## src/rtl/cfg_loader_pkg.sv

```systemverilog
package cfg_loader_pkg;
  localparam int unsigned BUS_W     = 8;
  localparam int unsigned SYNC_N    = 2;
  localparam int unsigned ADDR_DATA = 0;
  localparam int unsigned ADDR_CTL  = 1;

  typedef enum logic {HS_IDLE, HS_ACK} hs_state_e;
endpackage

```

## src/rtl/lp_sync.sv

```systemverilog
module lp_sync #(
  parameter int unsigned W       = 1,
  parameter int unsigned STAGES  = 2,
  parameter logic [W-1:0] RST_VAL = '0
) (
  input  logic         clk_i,
  input  logic         rst_ni,
  input  logic [W-1:0] d_i,
  output logic [W-1:0] q_o
);
  logic [W-1:0] stg_q [STAGES];

  for (genvar s = 0; s < STAGES; s++) begin : g_stg
    always_ff @(posedge clk_i or negedge rst_ni) begin
      if (!rst_ni) stg_q[s] <= RST_VAL;
      else if (s == 0) stg_q[s] <= d_i;
      else stg_q[s] <= stg_q[(s == 0) ? 0 : s-1];
    end
  end

  assign q_o = stg_q[STAGES-1];
endmodule

```

## src/rtl/lp_handshake.sv

```systemverilog
module lp_handshake
  import cfg_loader_pkg::*;
(
  input  logic clk_i,
  input  logic rst_ni,
  input  logic astb_s_ni,
  input  logic dstb_s_ni,
  input  logic wr_s_i,
  input  logic done_s_i,
  output logic accept_o,
  output logic is_addr_o,
  output logic is_addr_q_o,
  output logic rd_q_o,
  output logic ack_o
);
  hs_state_e state_q, state_d;
  logic strobe_act;

  assign strobe_act = !astb_s_ni || !dstb_s_ni;
  assign accept_o   = (state_q == HS_IDLE) && !done_s_i && strobe_act;
  assign is_addr_o  = !astb_s_ni;
  assign ack_o      = (state_q == HS_ACK);

  always_comb begin
    state_d = state_q;
    unique case (state_q)
      HS_IDLE: if (accept_o) state_d = HS_ACK;
      HS_ACK:  if (done_s_i || !strobe_act) state_d = HS_IDLE;
      default: state_d = HS_IDLE;
    endcase
  end

  always_ff @(posedge clk_i or negedge rst_ni) begin
    if (!rst_ni) begin
      state_q     <= HS_IDLE;
      is_addr_q_o <= 1'b0;
      rd_q_o      <= 1'b0;
    end else begin
      state_q <= state_d;
      if (accept_o) begin
        is_addr_q_o <= is_addr_o;
        rd_q_o      <= !wr_s_i;
      end
    end
  end
endmodule

```

## src/rtl/lp_regs.sv

```systemverilog
module lp_regs
  import cfg_loader_pkg::*;
#(
  parameter int unsigned DW = BUS_W
) (
  input  logic          clk_i,
  input  logic          rst_ni,
  input  logic          accept_i,
  input  logic          is_addr_i,
  input  logic          wr_i,
  input  logic [DW-1:0] d_i,
  input  logic          is_addr_q_i,
  input  logic          done_s_i,
  input  logic          size_i,
  output logic          prog_no_o,
  output logic [DW-1:0] cfg_data_o,
  output logic          cfg_wr_o,
  output logic [DW-1:0] rd_data_o
);
  localparam logic [DW-1:0] A_CTL  = DW'(ADDR_CTL);
  localparam logic [DW-1:0] A_DATA = DW'(ADDR_DATA);

  logic [DW-1:0] addr_q;

  always_ff @(posedge clk_i or negedge rst_ni) begin
    if (!rst_ni) begin
      addr_q     <= '0;
      prog_no_o  <= 1'b1;
      cfg_data_o <= '0;
      cfg_wr_o   <= 1'b0;
    end else begin
      cfg_wr_o <= 1'b0;
      if (accept_i && wr_i) begin
        if (is_addr_i) addr_q <= d_i;
        else if (addr_q == A_CTL) prog_no_o <= d_i[0];
        else if (addr_q == A_DATA) begin
          cfg_data_o <= d_i;
          cfg_wr_o   <= 1'b1;
        end
      end
    end
  end

  always_comb begin
    rd_data_o = '0;
    if (is_addr_q_i) rd_data_o = addr_q;
    else if (addr_q == A_CTL) rd_data_o[0] = done_s_i;
    else if (addr_q == A_DATA) rd_data_o[0] = size_i;
  end
endmodule

```

## src/rtl/cfg_loader_regs.sv

```systemverilog
module cfg_loader_regs
  import cfg_loader_pkg::*;
#(
  parameter int unsigned DW          = BUS_W,
  parameter int unsigned SYNC_STAGES = SYNC_N
) (
  input  logic          clk_i,
  input  logic          rst_ni,
  input  logic [DW-1:0] bus_d_i,
  output logic [DW-1:0] bus_d_o,
  output logic          bus_d_oe_o,
  input  logic          bus_write_ni,
  input  logic          bus_astb_ni,
  input  logic          bus_dstb_ni,
  output logic          bus_wait_o,
  output logic          bus_wait_oe_o,
  output logic          prog_no_o,
  input  logic          done_i,
  output logic [DW-1:0] cfg_data_o,
  output logic          cfg_wr_o,
  input  logic          size_strap_i
);
  logic astb_s_n, dstb_s_n, write_s_n, done_s;
  logic wr_s, accept, is_addr, is_addr_q, rd_q, ack;

  lp_sync #(.W(4), .STAGES(SYNC_STAGES), .RST_VAL(4'b0111)) i_sync (
    .clk_i (clk_i),
    .rst_ni(rst_ni),
    .d_i   ({done_i, bus_write_ni, bus_dstb_ni, bus_astb_ni}),
    .q_o   ({done_s, write_s_n, dstb_s_n, astb_s_n})
  );

  assign wr_s = !write_s_n;

  lp_handshake i_hs (
    .clk_i      (clk_i),
    .rst_ni     (rst_ni),
    .astb_s_ni  (astb_s_n),
    .dstb_s_ni  (dstb_s_n),
    .wr_s_i     (wr_s),
    .done_s_i   (done_s),
    .accept_o   (accept),
    .is_addr_o  (is_addr),
    .is_addr_q_o(is_addr_q),
    .rd_q_o     (rd_q),
    .ack_o      (ack)
  );

  lp_regs #(.DW(DW)) i_regs (
    .clk_i      (clk_i),
    .rst_ni     (rst_ni),
    .accept_i   (accept),
    .is_addr_i  (is_addr),
    .wr_i       (wr_s),
    .d_i        (bus_d_i),
    .is_addr_q_i(is_addr_q),
    .done_s_i   (done_s),
    .size_i     (size_strap_i),
    .prog_no_o  (prog_no_o),
    .cfg_data_o (cfg_data_o),
    .cfg_wr_o   (cfg_wr_o),
    .rd_data_o  (bus_d_o)
  );

  // drive only while the host still holds the read strobe
  assign bus_d_oe_o    = ack && rd_q && !done_s && (!bus_astb_ni || !bus_dstb_ni);
  assign bus_wait_o    = ack && !done_s;
  assign bus_wait_oe_o = !done_s;
endmodule

```

## config.mk

```make
export PLATFORM = sky130hd
export DESIGN_NAME = cfg_loader_regs
export DESIGN_NICKNAME = d
export VERILOG_FILES = /design/src/rtl/cfg_loader_pkg.sv /design/src/rtl/lp_sync.sv /design/src/rtl/lp_handshake.sv /design/src/rtl/lp_regs.sv /design/src/rtl/cfg_loader_regs.sv
export SDC_FILE = /design/constraint.sdc
export NUM_CORES = 1
export LEC_CHECK = 0
export BUFFER_PORTS_ARGS = -buffer_cell sky130_fd_sc_hd__buf_2
export CORE_UTILIZATION = 49
export DETAILED_ROUTE_END_ITERATION = 7
export PLACE_DENSITY = 0.81
export SYNTH_ARGS = -nofsm -noshare
export SYNTH_HDL_FRONTEND = slang
export SYNTH_SLANG_ARGS = --single-unit
export TNS_END_PERCENT = 20
```

## constraint.sdc

```tcl
create_clock -name clk_i -period 2 [get_ports clk_i]
set_input_delay 0 -clock clk_i [delete_from_list [all_inputs] [get_ports clk_i]]
set_output_delay 0 -clock clk_i [all_outputs]
set_load 0.02 [all_outputs]
```

Word level (Yosys, flattened, before mapping)
Index checks and enable logic that the tools add are counted.
{ "totals": {"regBits": 29, "inputBits": 15, "output_inout_bits": 21, "elab_cells": 45} }
{ "op_classes": {"n_eq_ne": 1, "muxes": 11, "bitwise": 3, "reduce_logical": 21} }
{ "ops": {"columns": ["operator", "count"], "rows": [
  ["1-bit 2-to-1 mux", 9],
  ["8-bit by 1-bit equality test with 1-bit output, second input constant", 1],
  ["8-bit zero test", 1],
  ["1-bit logical AND", 7],
  ["1-bit zero test", 7],
  ["7-bit 2-to-1 mux", 1],
  ["4-bit AND reduction", 1],
  ["1-bit logical OR", 3],
  ["1-bit NOT", 3],
  ["3-bit AND reduction", 1],
  ["1-bit case mux with 2 select lines", 1],
  ["2-bit AND reduction", 1]
]} }

Depth between registers and ports, before layout
Gate-level depths: netlist of the first run.
{ "logic_depth": {"word_depth": 6, "mapped_depth": 4, "ltp_nobuf": 3} }

By module
Synthesis of the first run repeated with hierarchy kept, for this count alone.
{ "hier_totals": {"cells_unflattened": 81, "area_unflattened_um2": 1173.6} }
{ "modules_own_cells": {"columns": ["module", "instances", "cells_each", "area_per_inst_um2", "seq_area_each_um2"], "rows": [
  ["lp_regs", 1, 54, 779.5, 451.7],
  ["lp_sync", 1, 12, 237.7, 207.7],
  ["lp_handshake", 1, 10, 125.1, 75.1],
  ["cfg_loader_regs", 1, 5, 31.3, 0.0]
]} }

Worst setup path before layout of the first run
No wires, ideal clock.
{ "synth_timing": {"path_kind": "register to register", "start": "register i_sync.stg_q (netlist bit i_sync.q_o[3])", "end": "register i_regs.addr_q[1]", "setup_ps": 125, "arrival_ps": 1326, "required_ps": 1875, "setup_slack_ps": 550, "path_stages_with_launch": 4, "path_buffers": 1, "synth_period_minus_slack_ps": 1450, "cell_sequence": "dfrtp_1 buf_6 nor4_4 mux2_2"} }
{ "synth_via": {"elab_chain_cells": 5} }
{ "synth_rtl": {"columns": ["element", "line_no", "source"], "rows": [
  ["start, declared", "lp_sync.sv:11", "logic [W-1:0] stg_q [STAGES];"],
  ["start signal, assigned by index", "lp_sync.sv:16", "else if (s == 0) stg_q[s] <= d_i;"],
  ["start signal, assigned by index", "lp_sync.sv:17", "else stg_q[s] <= stg_q[(s == 0) ? 0 : s-1];"],
  ["1-bit zero test", "lp_handshake.sv:20", "assign accept_o = (state_q == HS_IDLE) && !done_s_i && strobe_act;"],
  ["1-bit logical AND (2 in a row)", "lp_handshake.sv:20", null],
  ["1-bit logical AND", "lp_regs.sv:33", "if (accept_i && wr_i) begin"],
  ["2-bit AND reduction (no source line)", null, null],
  ["end signal, assigned", "lp_regs.sv:34", "if (is_addr_i) addr_q <= d_i;"],
  ["end, declared", "lp_regs.sv:23", "logic [DW-1:0] addr_q;"]
]} }
No other way between the ends.
A chain may end at the register's enable or synchronous reset.

Final worst setup path of the first run
{ "layout_timing": {"start": "register i_regs.addr_q[5]", "end": "output bus_d_o[0]"} }
{ "layout_via": {"elab_chain_cells": 4, "word_cells_on_any_way": 5, "cone_classes": "eq/ne (1); mux (3); reduce/logical (1)"} }
{ "layout_rtl": {"columns": ["element", "line_no", "source"], "rows": [
  ["8-bit zero test", "lp_regs.sv:48", "else if (addr_q == A_DATA) rd_data_o[0] = size_i;"],
  ["1-bit 2-to-1 mux", "lp_regs.sv:48", null],
  ["1-bit 2-to-1 mux *", "lp_regs.sv:47", "else if (addr_q == A_CTL) rd_data_o[0] = done_s_i;"],
  ["1-bit 2-to-1 mux *", "lp_regs.sv:46", "if (is_addr_q_i) rd_data_o = addr_q;"],
  ["end, declared", "cfg_loader_regs.sv:10", "output logic [DW-1:0] bus_d_o,"]
]} }
Mark *: on every way between the ends. The rest lies on a longest branch, timed or not.

==> summary.txt, run 1 <==
Worst setup path
  – First element of the critical path: i_regs.addr_q[5]
  – Endpoint of the worst-slack reg-to-reg timing path: i_regs.addr_q[1]
  – Critical-path maximum fanout: 4
  – Critical Path End Type: output port
  – Chain of cells forming the critical path: nor4_4, a31oi_1, o21ai_0, buf_2
  – Critical Path Max Stage Delay: ~0.42 ns
  – Data arrival time of the critical path: 1.65 ns
  – Worst Reg2Reg Path Length in Cells: 2
  – CP Class: reg2out
  – Slowest library cell on the worst path: dfrtp_1
  – Startpoint type of the worst setup path: flip-flop
  – Minimum setup slack among reg-to-reg paths: 0.40 ns
  – Required time worst endpoint: approximately 2.0 ns
  – Critical register-to-register path startpoint: i_sync.q_o[3]

Logic synthesis
  – Yosys warning count: 0
  – Post-synthesis sequential element count: 29
  – Number of unique standard cell types used by synthesis: 22
  – Area of the mapped netlist: 1190 µm²
  – Synthesized netlist net count: 93
  – Area share of the largest cell type after synthesis: around 46%
  – Cell type contributing the most total cell area after synthesis: dfrtp_1
  – Share of the yosys chip area belonging to registers: ~62%
  – Most used standard cells in the synthesized netlist: dfrtp_1 (22), mux2_2 (15), dfstp_2 (7)
  – FFs w/ async S/R, synth: 100%
  – Most used standard cell by instance count after synthesis: dfrtp_1
  – Instance count of the mapped netlist: 78
  – Number of enable-type register cells in the synthesized netlist: 0
  – Leading register cell type out of synthesis: dfrtp_1
  – Synth top area cells: dfrtp_1 (46%), dfstp_2 (15%), mux2_2 (14%), nor4_4 (5.4%), and2_1 (3.2%)
  – Post-Syn Area per Cell: 15.2 µm²

Routing
  – Wire length per cell: 14.3 µm
  – 1st-iter DRT viols: 9
  – Total DRC errors in the routed layout: 0
  – Sum of routed wire length over all layers: 2.30 mm
  – Number of nets with antenna violations after detailed routing: 0
  – Uppermost layer routed: met4
  – Met1 WL: 899 µm
  – Routed vias: roughly 800
  – Routed met3 length: 90 µm
  – Routed vias/inst: 4.99
  – First-pass DRT Iterations: 4
  – WL met2: 1.30 mm

CTS
  – Post-CTS sizing: 0
  – Clock latency at the later pin of the worst-skew pair: 0.32 ns
  – Num CTS Buffers: 5
  – CTS Sinks: 29
  – Clock tree from TritonCTS: yes
  – Clock Tree Buf Depth: 2
  – Clk pin slew, worst setup/hold paths: ~0.090 ns
  – Number of H-tree branching levels: 2
  – Root Buffer: clkbuf_4
  – Number of post-CTS setup repair buffers: 0

Die
  – Standard-cell rows: 17
  – Die area: 2620 µm²
  – Effective utilization at floorplan: 52.7%
  – Die extent in x: 51.2 µm
  – Count of pins on the block boundary: 36
  – Die Y-Extent: about 50 µm
  – Core Footprint: around 2300 µm²

Global route
  – Via count of the first global-routing pass: 867
  – Total congestion overflow after global routing: 0
  – Antenna violations before repair: 0
  – All-layer global routing usage: 21.5%
  – Pin count of the biggest net entering global routing: 30
  – Wire length of the first global-routing pass: 3.91 mm

STA
  – Fin Hold WS: 0.237 ns
  – Setup repair after global routing missed its margin: false
  – Worst clock skew: 0.00593 ns
  – Achievable Freq: 606 MHz
  – Fin. max-slew vios: 0
  – Post-route minimum period: 1.65 ns
  – Worst Max-Slew Pin Slew: 0.612 ns
  – Final critical-path share of the clock period: between 80 and 90%
  – Setup violations, final: 0
  – Rel. slew slack: between 50% and 60%
  – Final Hold Viols: 0
  – Setup TNS Final: 0 ns

Place
  – HPWL reported at the end of detailed placement: 1.55 mm
  – Number of placed cells counting well taps: 140
  – Routability cong.: 0.738
  – Standard cell area after detailed placement: roughly 1400 µm²
  – Port Buffers: 35

Status
  – Run status: complete, no violations

Finish
  – Synthesis-to-finish area growth: 33.6%
  – Layout cells sized above 1: ~55%
  – Total area of multi-input combinational cells: 430 µm²
  – Filler cell count: between 150 and 200
  – Post-route insts no fill: 161
  – Final antenna diode count: 0
  – FF/Latch Area: about 730 µm²
  – Final instance area: between 1500 and 2000 µm²
  – Net count, final: 147

Power and ir drop
  – Power per cell area: 880 nW/µm²
  – Static power due to leakage: approximately 0.74 nW
  – Worst VDD drop: 652 µV

Hold path
  – Type of the tightest min-delay check: in2async

Run
  – Max-cap violations: 0
==> critical path, delay by kind of cell (launching register included) <==
kind / cells / cell delay, ns
flip-flops: 1 / 0.42
AND/OR/NAND/NOR: 1 / 0.42
AO/OA/AOI/OAI: 2 / 0.30
buffers and inverters: 1 / 0.19
==> power by group <==
| group | internal [mW] | switching (mW) | leakage [nW] |
|---|---|---|---|
| clock | 0.203 | 0.198 | 0.0413 |
| combinational | 0.131 | 0.138 | 0.368 |
| sequential | 0.654 | 0.0729 | 0.333 |
| total | 0.988 | 0.409 | 0.742 |
==> cell type report <==
class | count | area share [%]
Clock buffer | 7 | 4.10
Clock inverter | 1 | 0.315
Inverter | 3 | 0.710
Multi-Input combinational cell | 45 | 27.1
Sequential cell | 29 | 46.3
Tap cell | 28 | 2.21
Timing Repair Buffer | 48 | 19.2
==> per-layer routing <==
layer | track usage [%] | vias up
li1 | - | 385
met3 | 8.93 | 2
met4 | 10.8 | 0
met5 | 0 | -
met1 | 23.5 | 392
met2 | 35.7 | 25
==> cell usage in the layout (no fill, tap or decap), types with 2 or more instances in the layout <==
master / count
a21oi_1: 3
and2_1: 6
buf_2: 35
clkbuf_4: 5
clkbuf_8: 2
dfrtp_1: 22
dfstp_2: 7
dlygate4sd3_1: 13
inv_1: 3
mux2_2: 15
mux2_4: 2
nand2_1: 2
nor2b_1: 2
nor4_4: 3
o21ai_0: 2
==> kinds of logic (layout without fill, tap and decap cells) <==
family                 Yosys count  count (layout)  synth area share [%]
AOI/OAI and AO/OA                7               7                  3.27
buffers and inverters            4              59                  1.90
DFF                             29              29                  61.9
muxes                           17              17                  16.8
and+or+nand+nor                 21              21                  16.2
==> repair_timing <==
| action | CTS | global route |
|---|---|---|
| hold endpoints to repair | 43 | 0 |
| setup endpoints to repair | 0 | 0 |
| hold buffers | 13 | 0 |
==> stage by stage <==
| stage | power, mW | setup WS (ns) | utilization (%) |
|---|---|---|---|
| finish | 1.40 | 0.349 | 70.4 |
| global route | 1.47 | 0.173 | 70.4 |
| CTS | 1.41 | 0.320 | 70.4 |
| detailed placement | 0.990 | 0.413 | 61.5 |
| global placement | 0.980 | 0.381 | 61.5 |
| floorplan | 0.893 | 0.550 | - |
==> sequential cells by signal (all words and copies together), names as in the netlist <==
signal	flops
i_regs.addr_q	8
i_regs.cfg_data_o	8
i_sync.q_o	4
i_sync.stg_q	4
i_hs.ack_o	1
i_hs.is_addr_q_o	1
i_hs.rd_q_o	1
i_regs.cfg_wr_o	1
i_regs.prog_no_o	1
==> how the worst max path moves through the flow <==
stage / endpoint / cells after the start
2_1_floorplan: i_regs.addr_q[1] / 3
3_3_place_gp: i_regs.addr_q[5] / 2
3_5_place_dp: i_regs.addr_q[1] / 2
4_1_cts: bus_d_o[0] / 4
5_1_grt: bus_d_o[0] / 4
6_report: bus_d_o[0] / 4
Note: power is estimated with default switching activity, not from simulation.
==> run 2, diff against run 1 <==
Settings changed: ABC_AREA from default to 1, CORE_UTILIZATION 49 to 45, PLACE_DENSITY 0.81 to 0.78.
Clock period 2 ns to 1.4 ns, I/O delays scaled along.
==> run 2 against run 1 <==
Net effect: the flow now finishes with violations (setup timing); cell count grew 43%; first-iteration DRC count rose to 5.2 times the previous value; area after synthesis increased by 3.3%; global-route usage increased by 0.20 points; via count is 38% higher; largest cell class unchanged.
==> summary.txt, run 2 <==
Global route
  – Antenna violations before repair: 0 (unchanged)
  – Total congestion overflow after global routing: 0 (unchanged)
  – Via count of the first global-routing pass: 1005 (was 867)
  – Pin count of the biggest net entering global routing: 30 (unchanged)
  – All-layer global routing usage: 21.7% (was 21.5%)
  – Wire length of the first global-routing pass: 4.38 mm (was 3.91 mm)

Worst setup path
  – Critical Path End Type: output port (unchanged)
  – Startpoint type of the worst setup path: flip-flop (unchanged)
  – CP Class: reg2out (unchanged)
  – Required time worst endpoint: 1.40 ns (was 2.00 ns)
  – Data arrival time of the critical path: 1.42 ns (was 1.65 ns)
  – Critical-path maximum fanout: 3 (was 4)
  – Worst Reg2Reg Path Length in Cells: 8 (was 2)

Logic synthesis
  – Synthesized netlist net count: 155 (was 93)
  – Area share of the largest cell type after synthesis: 44.9% (was 46.4%)
  – FFs w/ async S/R, synth: 100% (unchanged)
  – Synth top area cells: dfrtp_1 (45%), nand2_1 (17%), dfstp_2 (15%), nand3_1 (7.8%), inv_1 (4.6%) (was dfrtp_1 (46%), dfstp_2 (15%), mux2_2 (14%), nor4_4 (5.4%), and2_1 (3.2%))
  – Area of the mapped netlist: 1230 µm² (was 1190 µm²)
  – Most used standard cell by instance count after synthesis: nand2_1 (was dfrtp_1)
  – Number of enable-type register cells in the synthesized netlist: 0 (unchanged)
  – Post-Syn Area per Cell: 8.76 µm² (was 15.2 µm²)
  – Share of the yosys chip area belonging to registers: 59.9% (was 61.9%)
  – Most used standard cells in the synthesized netlist: nand2_1 (54), dfrtp_1 (22), nand3_1 (19) (was dfrtp_1 (22), mux2_2 (15), dfstp_2 (7))
  – Yosys warning count: 0 (unchanged)
  – Cell type contributing the most total cell area after synthesis: dfrtp_1 (unchanged)
  – Leading register cell type out of synthesis: dfrtp_1 (unchanged)
  – Post-synthesis sequential element count: 29 (unchanged)
  – Instance count of the mapped netlist: 140 (was 78)
  – Number of unique standard cell types used by synthesis: 17 (was 22)

Power and ir drop
  – Power share of the clock group: 22.9% (was 28.8%)
  – Power per cell area: 1240 nW/µm² (was 880 nW/µm²)
  – Worst VDD drop: 887 µV (was 652 µV)
  – Share of total power consumed by net switching: 34.1% (was 29.3%)
  – Reg power frac: 51.3% (was 52.0%)
  – Combinational fraction of design power: 25.8% (was 19.2%)
  – P_int: 1.37 mW (was 988 µW)
  – Switching power total: 707 µW (was 409 µW)
  – Static power due to leakage: 0.920 nW (was 0.742 nW)

Place
  – Standard cell area after detailed placement: 1430 µm² (was 1390 µm²)
  – HPWL reported at the end of detailed placement: 1.85 mm (was 1.55 mm)
  – Port Buffers: 35 (unchanged)
  – Routability cong.: 0.795 (was 0.738)

Run
  – Max-cap violations: 0 (unchanged)

Die
  – Effective utilization at floorplan: 48.6% (was 52.7%)
  – Die Y-Extent: 54.2 µm (was 51.2 µm)
  – Core Footprint: 2520 µm² (was 2250 µm²)
  – Die area: 2940 µm² (was 2620 µm²)
  – Standard-cell rows: 18 (was 17)
  – Die extent in x: 54.2 µm (was 51.2 µm)
  – Count of pins on the block boundary: 36 (unchanged)

STA
  – Post-route minimum period: 1.42 ns
  – Worst Max-Slew Pin Slew: 0.615 ns (was 0.612 ns)
  – Rel. slew slack: 59.0% (was 59.2%)
  – Final setup slack of the worst path: -0.0227 ns (was 0.349 ns)
  – Fin Hold WS: 0.231 ns (was 0.237 ns)
  – Setup repair after global routing missed its margin: true (was false)
  – Fin. max-slew vios: 0 (unchanged)
  – Setup violations, final: 1 (was 0)
  – Worst clock skew: 0.0132 ns (was 0.00593 ns)
  – Achievable Freq: ~700 MHz
  – Final Hold Viols: 0 (unchanged)
  – Final critical-path share of the clock period: 102%

Routing
  – Routed vias: 1113 (was 804)
  – Routed vias/inst: 4.84 (was 4.99)
  – Wire length per cell: 12.2 µm (was 14.3 µm)
  – 1st-iter DRT viols: 47 (was 9)
  – Uppermost layer routed: met4 (unchanged)
  – Total DRC errors in the routed layout: 0 (unchanged)
  – First-pass DRT Iterations: 4 (unchanged)
  – Sum of routed wire length over all layers: 2.80 mm (was 2.30 mm)
  – Routed met3 length: 140 µm (was 90 µm)
  – WL met2: 1.44 mm (was 1.30 mm)
  – Number of nets with antenna violations after detailed routing: 0 (unchanged)
  – Met1 WL: 1.16 mm (was 899 µm)

CTS
  – Clock tree from TritonCTS: yes (unchanged)
  – Clk pin slew, worst setup/hold paths: 0.10 ns (was 0.09 ns)
  – Number of H-tree branching levels: 2 (unchanged)
  – CTS Sinks: 29 (unchanged)
  – Root Buffer: clkbuf_4 (unchanged)
  – Clock latency at the later pin of the worst-skew pair: 0.32 ns (about the same)
  – Num CTS Buffers: 5 (unchanged)
  – Clock Tree Buf Depth: 2 (unchanged)

Finish
  – Final instance area: 1670 µm² (was 1590 µm²)
  – Most common library cell in the layout ignoring fill and taps: nand2_1 (was buf_2)
  – Biggest registers after layout: i_regs.addr_q: 8 flops, i_regs.cfg_data_o: 8 flops (unchanged)
  – Filler cell count: 202 (was 182)
  – Final antenna diode count: 0 (unchanged)
  – Net count, final: 214 (was 147)
  – Layout cells sized above 1: 33.0% (was 54.9%)
  – Leading cell types in the layout, fill and taps excluded: nand2_1 (53), buf_2 (34), dfrtp_1 (22) (was buf_2 (35), dfrtp_1 (22), mux2_2 (15))
  – Synthesis-to-finish area growth: 36.1% (was 33.6%)

Hold path
  – Type of the tightest min-delay check: in2async (unchanged)

Status
  – Run status: finished with violations (was complete, no violations)
  – Violated checks: setup timing
-- run 2: per-stage QoR --
step	setup WS, ns	utilization [%]	setup TNS, ns	std cells	power [mW]
after CTS	-0.0164	65.6	-0.0164	229	2.06
after floorplan	0.220	-	0	140	1.35
final	-0.0227	66.2	-0.0227	230	2.07
after global routing	-0.141	66.2	-0.297	230	2.19
after detailed placement	0.115	56.7	0	204	1.52
after global placement	0.151	56.7	0	204	1.50
-- run 2: timing repair --
item                       in CTS  in global routing
hold endpoints to repair       43                  0
gates resized for setup         3                  2
pin swaps                       4                  2
setup endpoints to repair       1                  8
gates cloned                    0                  0
buffers inserted                4                  1
hold buffers                   13                  0
-- run 2: metal layers --
metal / track usage [%] / vias up
li1: - / 551
met1: 26.3 / 516
met2: 36.2 / 37
met3: 5.93 / 9
met4: 8.97 / 0
met5: 0 / -
-- run 2: path summary, 6_finish.rpt --
path | end | startpoint | slack, ns
min in group clk_i | i_sync.stg_q[6] | bus_write_ni | 0.32
min | i_sync.q_o[3] | rst_ni | 0.23
min reg2reg | i_sync.q_o[3] | i_sync.stg_q[7] | 0.34
max | bus_d_o[0] | i_regs.addr_q[7] | -0.02
max in group asynchronous | i_regs.addr_q[5] | rst_ni | 0.76
max reg2reg | i_regs.cfg_data_o[2] | i_regs.addr_q[7] | 0.04
-- run 2: cell type report --
| cell class | count | area, µm² | area share, % |
|---|---|---|---|
| clock buffer | 5 | 37.5 | 2.25 |
| clock inverter | 3 | 17.5 | 1.05 |
| tap | 30 | 37.5 | 2.25 |
| timing repair buffer | 54 | 360 | 21.6 |
| sequential | 29 | 734 | 44.0 |
| inverter | 17 | 63.8 | 3.82 |
| multi-input combinational | 92 | 418 | 25.0 |
-- run 2: cell families (layout without fill, tap and decap cells) --
kind of cell    Yosys count  after routing  synth area share, %
buf+inv                  19             79                 6.43
simple gates             88             88                 32.0
compound gates            4              4                 1.63
flops                    29             29                 59.9
-- run 2: worst max-delay path, stage by stage, from the launching register on --
cell and delay, ns:
dfrtp_1 0.42, nor2_1 0.15, nand2_2 0.10, nor2_4 0.11, nand2_1 0.05, nand2_1 0.05
nand2_1 0.04, nand2_1 0.07, buf_6 0.12
-- run 2: power by group through the flow --
stage | combinational [mW] | sequential [mW] | clock, mW
after floorplan | 0.248 | 1.11 | 0
after detailed placement | 0.448 | 1.07 | 0
after global placement | 0.437 | 1.06 | 0
after CTS | 0.520 | 1.06 | 0.482
after global routing | 0.592 | 1.08 | 0.522
final | 0.535 | 1.06 | 0.476
